<file path="config.mk">
export PLATFORM = sky130hd
export DESIGN_NAME = i2c_reg_target
export DESIGN_NICKNAME = d
export VERILOG_FILES = /design/src/rtl/i2c_reg_target.sv
export SDC_FILE = /design/constraint.sdc
export NUM_CORES = 1
export LEC_CHECK = 0
export BUFFER_PORTS_ARGS = -buffer_cell sky130_fd_sc_hd__buf_2
export CAP_MARGIN = 20
export CORE_MARGIN = 2
export CORE_UTILIZATION = 25
export CTS_BUF_LIST = sky130_fd_sc_hd__clkbuf_16
export CTS_CLUSTER_SIZE = 10
export DETAILED_ROUTE_END_ITERATION = 8
export PLACE_DENSITY = 0.45
export SYNTH_ARGS = -nofsm -noshare
export SYNTH_HDL_FRONTEND = slang
export SYNTH_SLANG_ARGS = --single-unit
</file>
<file path="constraint.sdc">
create_clock -name clk -period 2 [get_ports clk]
set_clock_uncertainty 0.05 [all_clocks]
set_input_delay 0.4 -clock clk [delete_from_list [all_inputs] [get_ports clk]]
set_output_delay 0.4 -clock clk [all_outputs]
set_load 0.01 [all_outputs]
</file>
<file path="src/rtl/i2c_reg_target.sv">
module i2c_reg_target #(
  parameter logic [4:0] DEV_PREFIX = 5'b01011,
  parameter int REG_FIRST = 0,
  parameter int REG_LAST = 31,
  parameter int MAX_BURST = 2
) (
  input  logic       clk,
  input  logic       rst_n,
  input  logic       scl_i,
  input  logic       sda_i,
  input  logic [1:0] addr_strap,
  output logic       sda_oe,
  output logic       wr_en,
  output logic [7:0] wr_addr,
  output logic [7:0] wr_data
);
  localparam int CW = $clog2(MAX_BURST + 1);
  localparam logic [7:0] RF = 8'(REG_FIRST);
  localparam logic [7:0] RSPAN = 8'(REG_LAST - REG_FIRST);

  typedef enum logic [2:0] {S_IDLE, S_DEV, S_REG, S_DATA, S_SKIP} st_t;

  logic [1:0] scl_sy, sda_sy;
  logic scl_q, sda_q;
  st_t st, nxt;
  logic [7:0] shreg, base;
  logic [2:0] bitcnt;
  logic full, ack_ph;
  logic [CW-1:0] nbytes;

  wire scl_s = scl_sy[1];
  wire sda_s = sda_sy[1];
  wire scl_rise = scl_s & ~scl_q;
  wire scl_fall = ~scl_s & scl_q;
  wire start_c = scl_s & scl_q & sda_q & ~sda_s;
  wire stop_c = scl_s & scl_q & ~sda_q & sda_s;

  wire dev_hit = shreg[7:1] == {DEV_PREFIX, addr_strap};
  wire reg_ok = (shreg - RF) <= RSPAN;
  wire burst_ok = nbytes < CW'(MAX_BURST);
  wire receiving = (st == S_DEV) || (st == S_REG) || (st == S_DATA);

  always_ff @(posedge clk or negedge rst_n) begin
    if (!rst_n) begin
      scl_sy <= 2'b11;
      sda_sy <= 2'b11;
      scl_q <= 1'b1;
      sda_q <= 1'b1;
    end else begin
      scl_sy <= {scl_sy[0], scl_i};
      sda_sy <= {sda_sy[0], sda_i};
      scl_q <= scl_s;
      sda_q <= sda_s;
    end
  end

  always_ff @(posedge clk or negedge rst_n) begin
    if (!rst_n) begin
      st <= S_IDLE;
      nxt <= S_IDLE;
      shreg <= '0;
      base <= '0;
      bitcnt <= '0;
      full <= 1'b0;
      ack_ph <= 1'b0;
      nbytes <= '0;
      sda_oe <= 1'b0;
      wr_en <= 1'b0;
      wr_addr <= '0;
      wr_data <= '0;
    end else begin
      wr_en <= 1'b0;
      if (start_c || stop_c) begin
        st <= start_c ? S_DEV : S_IDLE;
        bitcnt <= '0;
        full <= 1'b0;
        ack_ph <= 1'b0;
        sda_oe <= 1'b0;
      end else if (receiving) begin
        if (scl_rise && !full && !ack_ph) begin
          shreg <= {shreg[6:0], sda_s};
          bitcnt <= bitcnt + 3'd1;
          if (bitcnt == 3'd7) full <= 1'b1;
        end else if (scl_fall && full) begin
          full <= 1'b0;
          ack_ph <= 1'b1;
          nxt <= S_SKIP;
          case (st)
            S_DEV: if (dev_hit && !shreg[0]) begin
              sda_oe <= 1'b1;
              nxt <= S_REG;
            end
            S_REG: if (reg_ok) begin
              sda_oe <= 1'b1;
              base <= shreg;
              nbytes <= '0;
              nxt <= S_DATA;
            end
            S_DATA: if (burst_ok) begin
              sda_oe <= 1'b1;
              wr_en <= 1'b1;
              wr_addr <= base + 8'(nbytes);
              wr_data <= shreg;
              nbytes <= nbytes + 1'b1;
              nxt <= S_DATA;
            end
            default: nxt <= S_SKIP;
          endcase
        end else if (scl_fall && ack_ph) begin
          ack_ph <= 1'b0;
          sda_oe <= 1'b0;
          bitcnt <= '0;
          st <= nxt;
        end
      end
    end
  end
endmodule

</file>
==> results, run 1 <==
- The run finished with clean final reports.
- The count of antenna-violating nets left after detailed routing is 0.
- The initial antenna violation count is 0.
- The maximum level of the CTS H-tree is 2.
- VDD sags by at most 0.0003792 V.
- The die area is 0.01004 mm2.
- The signal on the critical path passes through nand3b_1, or3_1, buf_12, mux2_4.
- The tree is rooted in a clkbuf_16.
- On the worst path, the slowest cell contributes a delay of 0.58 ns.
- The horizontal extent of the die is 100.2 um.
- After layout, the worst path uses 89.02% of the clock period.
- The worst-case register-to-register setup slack is 0.22 ns.
- After synthesis, the netlist uses 36 different library cells.
- Among all stages on the critical path, the largest delay is contributed by dfstp_2.
- The startpoint identified for the worst hold timing path is scl_i.
- The portion of total power attributed to combinational logic is under 10%.
- The worst reg2reg path startpoint is scl_q$_DFF_PN1_.
- At the pin with the least slew margin, the transition time is 0.3846 ns.
- Setup repair after global routing left no endpoint under its margin.
- Measured on the finished design, the core utilization comes to 30.49%.
- Input and output buffers added on the ports amount to 23.
- For this design the ratio of total power to cell area is 775.1 mW/mm2.
- The net count of the finished layout is 236.
- By area, the combinational part of the netlist is dominated by simple AND/OR/NAND/NOR gates.
- After floorplanning, the core was divided into 35 placement rows.
- The final hold violation count is 0.
- The via count is 1469.
- The synthesized netlist cell count is 191.
- The ratio of cells with drive above 1 in the final layout is around 31%.
- The via count of the first global-routing pass is 1434.
- After detailed routing, the number of vias per cell comes to ~4.4.
- The worst hold path depth is 1.
- Clock-pin slew was measured on the worst setup and hold paths at 0.07 ns.
- Synthesis inferred 53 register bits.
- After synthesis, the cell types taking the most area are dfrtp_1, mux2_2, dfstp_2.
- For hold timing, the worst endpoint is scl_sy[0]$_DFF_PN1_.
- The biggest area contributor in the post-synthesis netlist is dfrtp_1.
- Of the total synthesized cell area, the portion taken by full adders, half adders and majority gates is 3.029%.
- The path depth of the worst reg2reg path is 4.
- The critical path start-end classification is flop to flop.
- The final count of pins violating max slew is 0.
- The clock net in this run drives a total of 53 sinks.
- Setup violations remaining at the end of the flow were counted as 0.
- Of the total power, the share spent switching nets is about a fifth.
- The share of power burned in the clock network is 43.8%.
- The internal power component is about 1.7 mW.
- The parity-gate share of the synthesized area counting xor and xnor cells is 3.407%.
- The average size of a mapped cell is 12.11 um2.
- The post-synthesis sequential area ratio is 57.65%.
- The routed design could run at a clock period as short as roughly 1.8 ns.
- The total area inside the core boundary comes to slightly above 0.009 mm2.
- The area of the mapped netlist is 0.002313 mm2.
- The family with the most delay on the worst path is flip-flops.
- At the worst endpoint, the required time is 2.13 ns.
- Post-CTS timing repair inserted 0 buffers for setup.
- The proportion of power drawn by flip-flops and latches is 52.4%.
- Summed over all layers, the global routing overflow is 0.
- The detailed-routing iteration count for the pre-antenna-repair pass is 4.
- Based on the critical path, the design can be clocked at up to ~560 MHz.
- The worst setup path is launched from a flop.
- The number of nets in the synthesized netlist is 202.
- The filler cell count is 926.
- The layout overhead on the synthesized area is 20.06%.
- At the worst endpoint, the arrival time is 1.91 ns.
- The largest net degree at the start of global routing is 30.
- The total negative slack for setup checks is 0 ns.
- The effective utilization at floorplan is around 25%.
- The final layout contains routed wiring with a total length of 4.374 mm.
- The average wire per standard cell is between 10 and 15 um.
- The worst setup path is captured at a flop.
- Buffers inserted during clock tree synthesis total 5.
- The worst register-to-register path ends at wr_data[5]$_DFFE_PN0P_.
- The proportion of synthesized area in mux cells is 12.49%.
- After Yosys synthesis, and, or, nand and nor cells account for 12.93% of the synthesized area.
- Routability-driven placement finished with a final weighted congestion of approximately 0.72.
- For this design the static power due to leakage is 1.346 nW.
- The number of gates on the worst path with buffers counted is 4.
- The combined global-route utilization of all metal layers is 9.560%.
- Leaving out fill and tap cells, the most frequent cell in the layout is dfrtp_1.
- The share of the synthesized area in the top cell type is 50.84%.
- The repair_antennas step left the layout with diodes totalling 0.
- Detailed placement finished with a half-perimeter wire length of 3.170 mm.
- The switching power is 434.6 uW.
- Of all nets on the critical path, the largest fanout is 24.
- The path class of the tightest hold or removal check is input port to flop.
- The clock latency of the later-clocked register in the worst-skew pair is around 0.29 ns.
- The number of DRC markers after the initial detailed-route iteration is 51.
- TritonCTS built the clock tree.
- The library cells used most frequently in the layout, excluding fill and tap cells, are dfrtp_1, buf_2, nand2_1, mux2_2, o21ai_0.
- In this run the tightest slew margin relative to its limit is around 74%.
- The number of synthesis warnings is 0.
- Summing the areas of all compound-gate instances in the mapped netlist gives 7.788% of the synthesized area.
- The first global-routing pass estimated approximately 7.4 mm of wire.
- Together, buffers and inverters on the worst path number 1.
- From bottom edge to top edge, the die measures 100.2 um.
- In the routed design, unresolved DRC markers number 0.
- The largest buffer count on any clock path is 2.
- The boundary pin count is 24.
- The max-capacitance violation count is 0.
==> metal layers <==
| metal | wire, um | vias up | track usage, % |
|---|---|---|---|
| li1 | - | 736 | - |
| met5 | 0 | - | 0 |
| met2 | 1930 | 19 | 13.37 |
| met1 | 2190 | 708 | 13.62 |
| met4 | 98 | 0 | 4.742 |
| met3 | 155 | 6 | 2.507 |
==> synth_stat cells <==
cell type	instances
a31oi_1	2
nor3b_1	1
mux2_2	19
nand2_1	19
nand3_1	4
buf_6	2
nor3_1	6
dfrtp_1	47
and3_1	1
fa_1	1
nand2b_1	2
nor2_1	9
nor4b_2	1
o21a_1	2
nand4_1	5
buf_2	2
and3b_1	1
and2_1	3
a21o_1	2
o21ba_2	1
dfstp_2	6
or3_1	1
nand3b_1	2
ha_1	4
o21ai_0	16
xor2_1	4
o21bai_1	2
and4b_1	1
a21oi_1	3
o2bb2ai_1	1
mux2_4	5
nor2b_1	1
inv_1	8
or2_2	1
a211o_1	1
xnor2_1	5
==> worst max path at each step <==
stage,to,start
detailed placement,wr_data[4]$_DFFE_PN0P_,scl_q$_DFF_PN1_
global placement,wr_data[2]$_DFFE_PN0P_,scl_q$_DFF_PN1_
floorplan,wr_data[2]$_DFFE_PN0P_,scl_q$_DFF_PN1_
finish,wr_data[5]$_DFFE_PN0P_,scl_q$_DFF_PN1_
global route,nbytes[0]$_DFFE_PN0P_,st[0]$_DFFE_PN0P_
CTS,wr_data[3]$_DFFE_PN0P_,scl_q$_DFF_PN1_
==> cell families (layout without fill, tap and decap cells) <==
family / count (synthesis) / count (layout)
adders and majority gates: 5 / 5
muxes: 24 / 24
xor gates and xnor gates: 9 / 9
AOI/OAI and AO/OA: 30 / 30
DFF: 53 / 53
and+or+nand+nor: 58 / 58
buffers and inverters: 12 / 47
==> per-stage QoR <==
step	std cells	instance area (um2)	hold slack [ns]	power, mW	setup WS, ns
global placement	328	2600	0.1431	1.230	0.2337
CTS	337	2773	0.1500	2.194	0.2092
floorplan	191	2313	0.05441	1.179	0.2536
detailed placement	328	2600	0.1423	1.232	0.2179
finish	337	2778	0.1577	2.153	0.2196
global route	337	2778	0.1413	2.251	0.09231
==> flip-flops by register name (all words and copies together), names as in the netlist <==
| signal | flops |
|---|---|
| base | 8 |
| shreg | 8 |
| wr_addr | 8 |
| wr_data | 8 |
| bitcnt | 3 |
| nxt | 3 |
| st | 3 |
| nbytes | 2 |
| scl_sy | 2 |
| sda_sy | 2 |
| ack_ph | 1 |
| full | 1 |
| scl_q | 1 |
| sda_oe | 1 |
| sda_q | 1 |
| wr_en | 1 |
==> power by group through the flow <==
stage | clock network [mW] | registers [mW] | logic [mW]
final | 0.943 | 1.13 | 0.0824
after global routing | 1.03 | 1.13 | 0.0934
after CTS | 0.980 | 1.13 | 0.0853
after detailed placement | 0 | 1.15 | 0.0833
after global placement | 0 | 1.15 | 0.0827
after floorplan | 0 | 1.14 | 0.0414
==> what timing repair did <==
item                                    in CTS  in global routing
endpoints found under the hold margin        1                  0
hold buffers                                 1                  0
gates resized for setup                      0                  1
endpoints found under the setup margin       0                  1
==> cell type report <==
| type | instances | area, um2 | area share, % |
|---|---|---|---|
| tap | 111 | 138.9 | 5.000 |
| clock inverter | 3 | 37.54 | 1.351 |
| inverter | 8 | 30.03 | 1.081 |
| sequential | 53 | 1334 | 48.02 |
| timing repair buffer | 31 | 190.2 | 6.847 |
| clock buffer | 5 | 125.1 | 4.505 |
| multi-input combinational | 126 | 922.1 | 33.20 |
No activity file was read; power rests on OpenSTA's default activity.
==> run 2: changes to the inputs <==
==> constraint.sdc (replaced) <==
create_clock -name clk -period 2 [get_ports clk]
set_clock_uncertainty 0.05 [all_clocks]
set_input_delay 0.3 -clock clk [delete_from_list [all_inputs] [get_ports clk]]
set_output_delay 0.3 -clock clk [all_outputs]
set_load 0.01 [all_outputs]
==> results, run 2 (synthesis results as in run 1) <==
- The average wire per standard cell is 12.99 um.
- Clock-pin slew was measured on the worst setup and hold paths at around 0.070 ns.
- The remaining global-route overflow is 0.
- The critical path is of the flop to flop type.
- The maximum level of the CTS H-tree is 2.
- The count of antenna-violating nets left after detailed routing is 0.
- The largest buffer count on any clock path is 2.
- The maximum achievable frequency is 556.2 MHz.
- Entering global routing, the biggest net connects 25 pins.
- The flow ran to the end, and the final reports show no timing, DRC or antenna violations.
- Cells with a size suffix above 1 make up 30.53% of the layout.
- The initial antenna violation count is 0.
- The via count of the first global-routing pass was 1385.
- For this run, design rule violations remaining after detail routing come to 0.
- Headroom to the max-slew limit came out at about 73%.
- The number of setup violations in the final report is 0.
- The detailed-routing iteration count for the pre-antenna-repair pass is 4.
- The floorplan step defined a core boundary enclosing 0.009109 mm2.
- The via count normalized by instance count is about 4.3.
- For this block, the via count after detailed routing is 1451.
- The effective utilization at floorplan is roughly 25%.
- The first global-routing pass estimated 7.334 mm of wire.
- The clock period could shrink to 1.798 ns.
- The area growth from synthesis to layout is 19.47%.
- The vertical die dimension is between 100 and 150 um.
- Setup repair after global routing left no endpoint under its margin.
- Pin placement for this block handled 24 I/O pins.
- Across the VDD grid, the largest voltage drop is 0.0003579 V.
- The peak fanout along the critical path is 24.
- The die area is 0.01004 mm2.
- At the end of the flow, the number of nets in the layout was 236.
- The combined global-route utilization of all metal layers is 9.268%.
- Data on the critical path arrives at its endpoint at 1.92 ns.
- The HPWL after detailed placement is 3.207 mm.
- After the flow finishes, the layout carries non-filler instances totaling 337.
- The startpoint class of the critical path is a flop.
- In this run, CTS created clock tree buffers numbering 5.
- The tool flagged a number of max-cap violations equal to 0.
- The most common cell after layout, fill and taps aside is dfrtp_1.
- Input and output buffers added on the ports amount to 23.
- The die is 100.2 um wide.
- STA classifies the critical path endpoint as a flop.
- Dividing total power by cell area gives a power density of 739.4 mW/mm2.
- The row count is 35.
- The top cell types in the final layout, fill and taps aside, are dfrtp_1, buf_2, nand2_1, mux2_2, o21ai_0.
- The fraction of the cycle the final worst path needs is 89.89%.
- The cell total after placement is 328.
- The post-cts resize count is 0.
- The CTS root buffer is clkbuf_16.
- The number of DRC markers after the initial detailed-route iteration is 44.
- The total negative slack for setup checks is 0 ns.
- The worst endpoint required time is 2.12 ns.
- In this run the worst hold path is classified as input port to flop.
- The final count of pins violating max slew is 0.
- In this run the static leakage power is around 1.3 nW.
- The slew at the pin closest to its max-slew limit is 0.4020 ns.
- The number of antenna repair diodes is 0.
- After detailed routing, the total wire length is 4.376 mm.
- TritonCTS built the clock tree.
- The clock latency of the later-clocked register in the worst-skew pair is 0.29 ns.
- After filler insertion, the fill cell instance count of the layout stands at 958.
- Routability-driven placement finished with a final weighted congestion of 0.7689.
- The total number of clock tree sinks is 53.
- The final hold violation count is 0.
[run 2: changes by cell type in the layout (fill, tap and decap cells not counted), sizes merged]
cell,previous run,this run
clkinv,1,2
bufinv,1,0
[run 2: critical path: stages, from the launching register on]
cell and delay (ns):
dfstp_2 0.58, nand3b_1 0.18, or3_1 0.40, buf_12 0.18, mux2_4 0.30
[run 2: per-layer routing]
metal	global-route usage [%]	routed length [um]
met5	0	0
met4	2.845	53
met3	2.159	166
met2	13.58	1928
met1	13.59	2228
[run 2: through the flow]
| step | hold slack (ns) | setup WS (ns) | utilization, % | instance area [um2] | power, mW |
|---|---|---|---|---|---|
| 2_1_floorplan | -0.04559 | 0.2536 | - | 2313 | 1.179 |
| 3_3_place_gp | 0.2057 | 0.2264 | 28.68 | 2613 | 1.234 |
| 3_5_place_dp | 0.2067 | 0.2066 | 28.68 | 2613 | 1.235 |
| 4_1_cts | 0.04788 | 0.1919 | 30.34 | 2764 | 2.079 |
| 5_1_grt | 0.04411 | 0.05592 | 30.34 | 2764 | 2.132 |
| 6_report | 0.05496 | 0.2022 | 30.34 | 2764 | 2.044 |
[run 2: path summary, 6_finish.rpt]
path | startpoint | endpoint | slack (ns) | depth (start not counted)
max in group asynchronous | rst_n | shreg[1]$_DFFE_PN0P_ | 0.93 | 3
worst max-delay path | scl_q$_DFF_PN1_ | wr_data[5]$_DFFE_PN0P_ | 0.20 | 4
worst max register to register | scl_q$_DFF_PN1_ | wr_data[5]$_DFFE_PN0P_ | 0.20 | 4
worst min-delay path | sda_i | sda_sy[0]$_DFF_PN1_ | 0.05 | 1
worst min register to register | scl_sy[0]$_DFF_PN1_ | scl_sy[1]$_DFF_PN1_ | 0.31 | 0
min in group asynchronous | rst_n | bitcnt[2]$_DFFE_PN0P_ | 0.43 | 2
[run 2: timing repair]
| action | in CTS | in global routing |
|---|---|---|
| endpoints found under the hold margin | 9 | 0 |
| hold buffers | 1 | 0 |
| buffers inserted | 0 | 0 |
[run 2: layout make-up]
cell class              instances  area [um2]  share of cell area (%)
well taps                     111       138.9                   5.025
inverters                       8       30.03                   1.086
clock buffers                   5       125.1                   4.527
repair buffers                 31       202.7                   7.334
flip-flops and latches         53        1334                   48.26
multi-input cells             126       917.1                   33.18
clock inverters                 3       16.27                  0.5885
[run 2: where the power goes]
part	internal [mW]	total, mW	switching, mW
combinational	0.0397	0.0853	0.0456
clock	0.460	0.832	0.371
sequential	1.10	1.13	0.0278
total	1.60	2.04	0.445
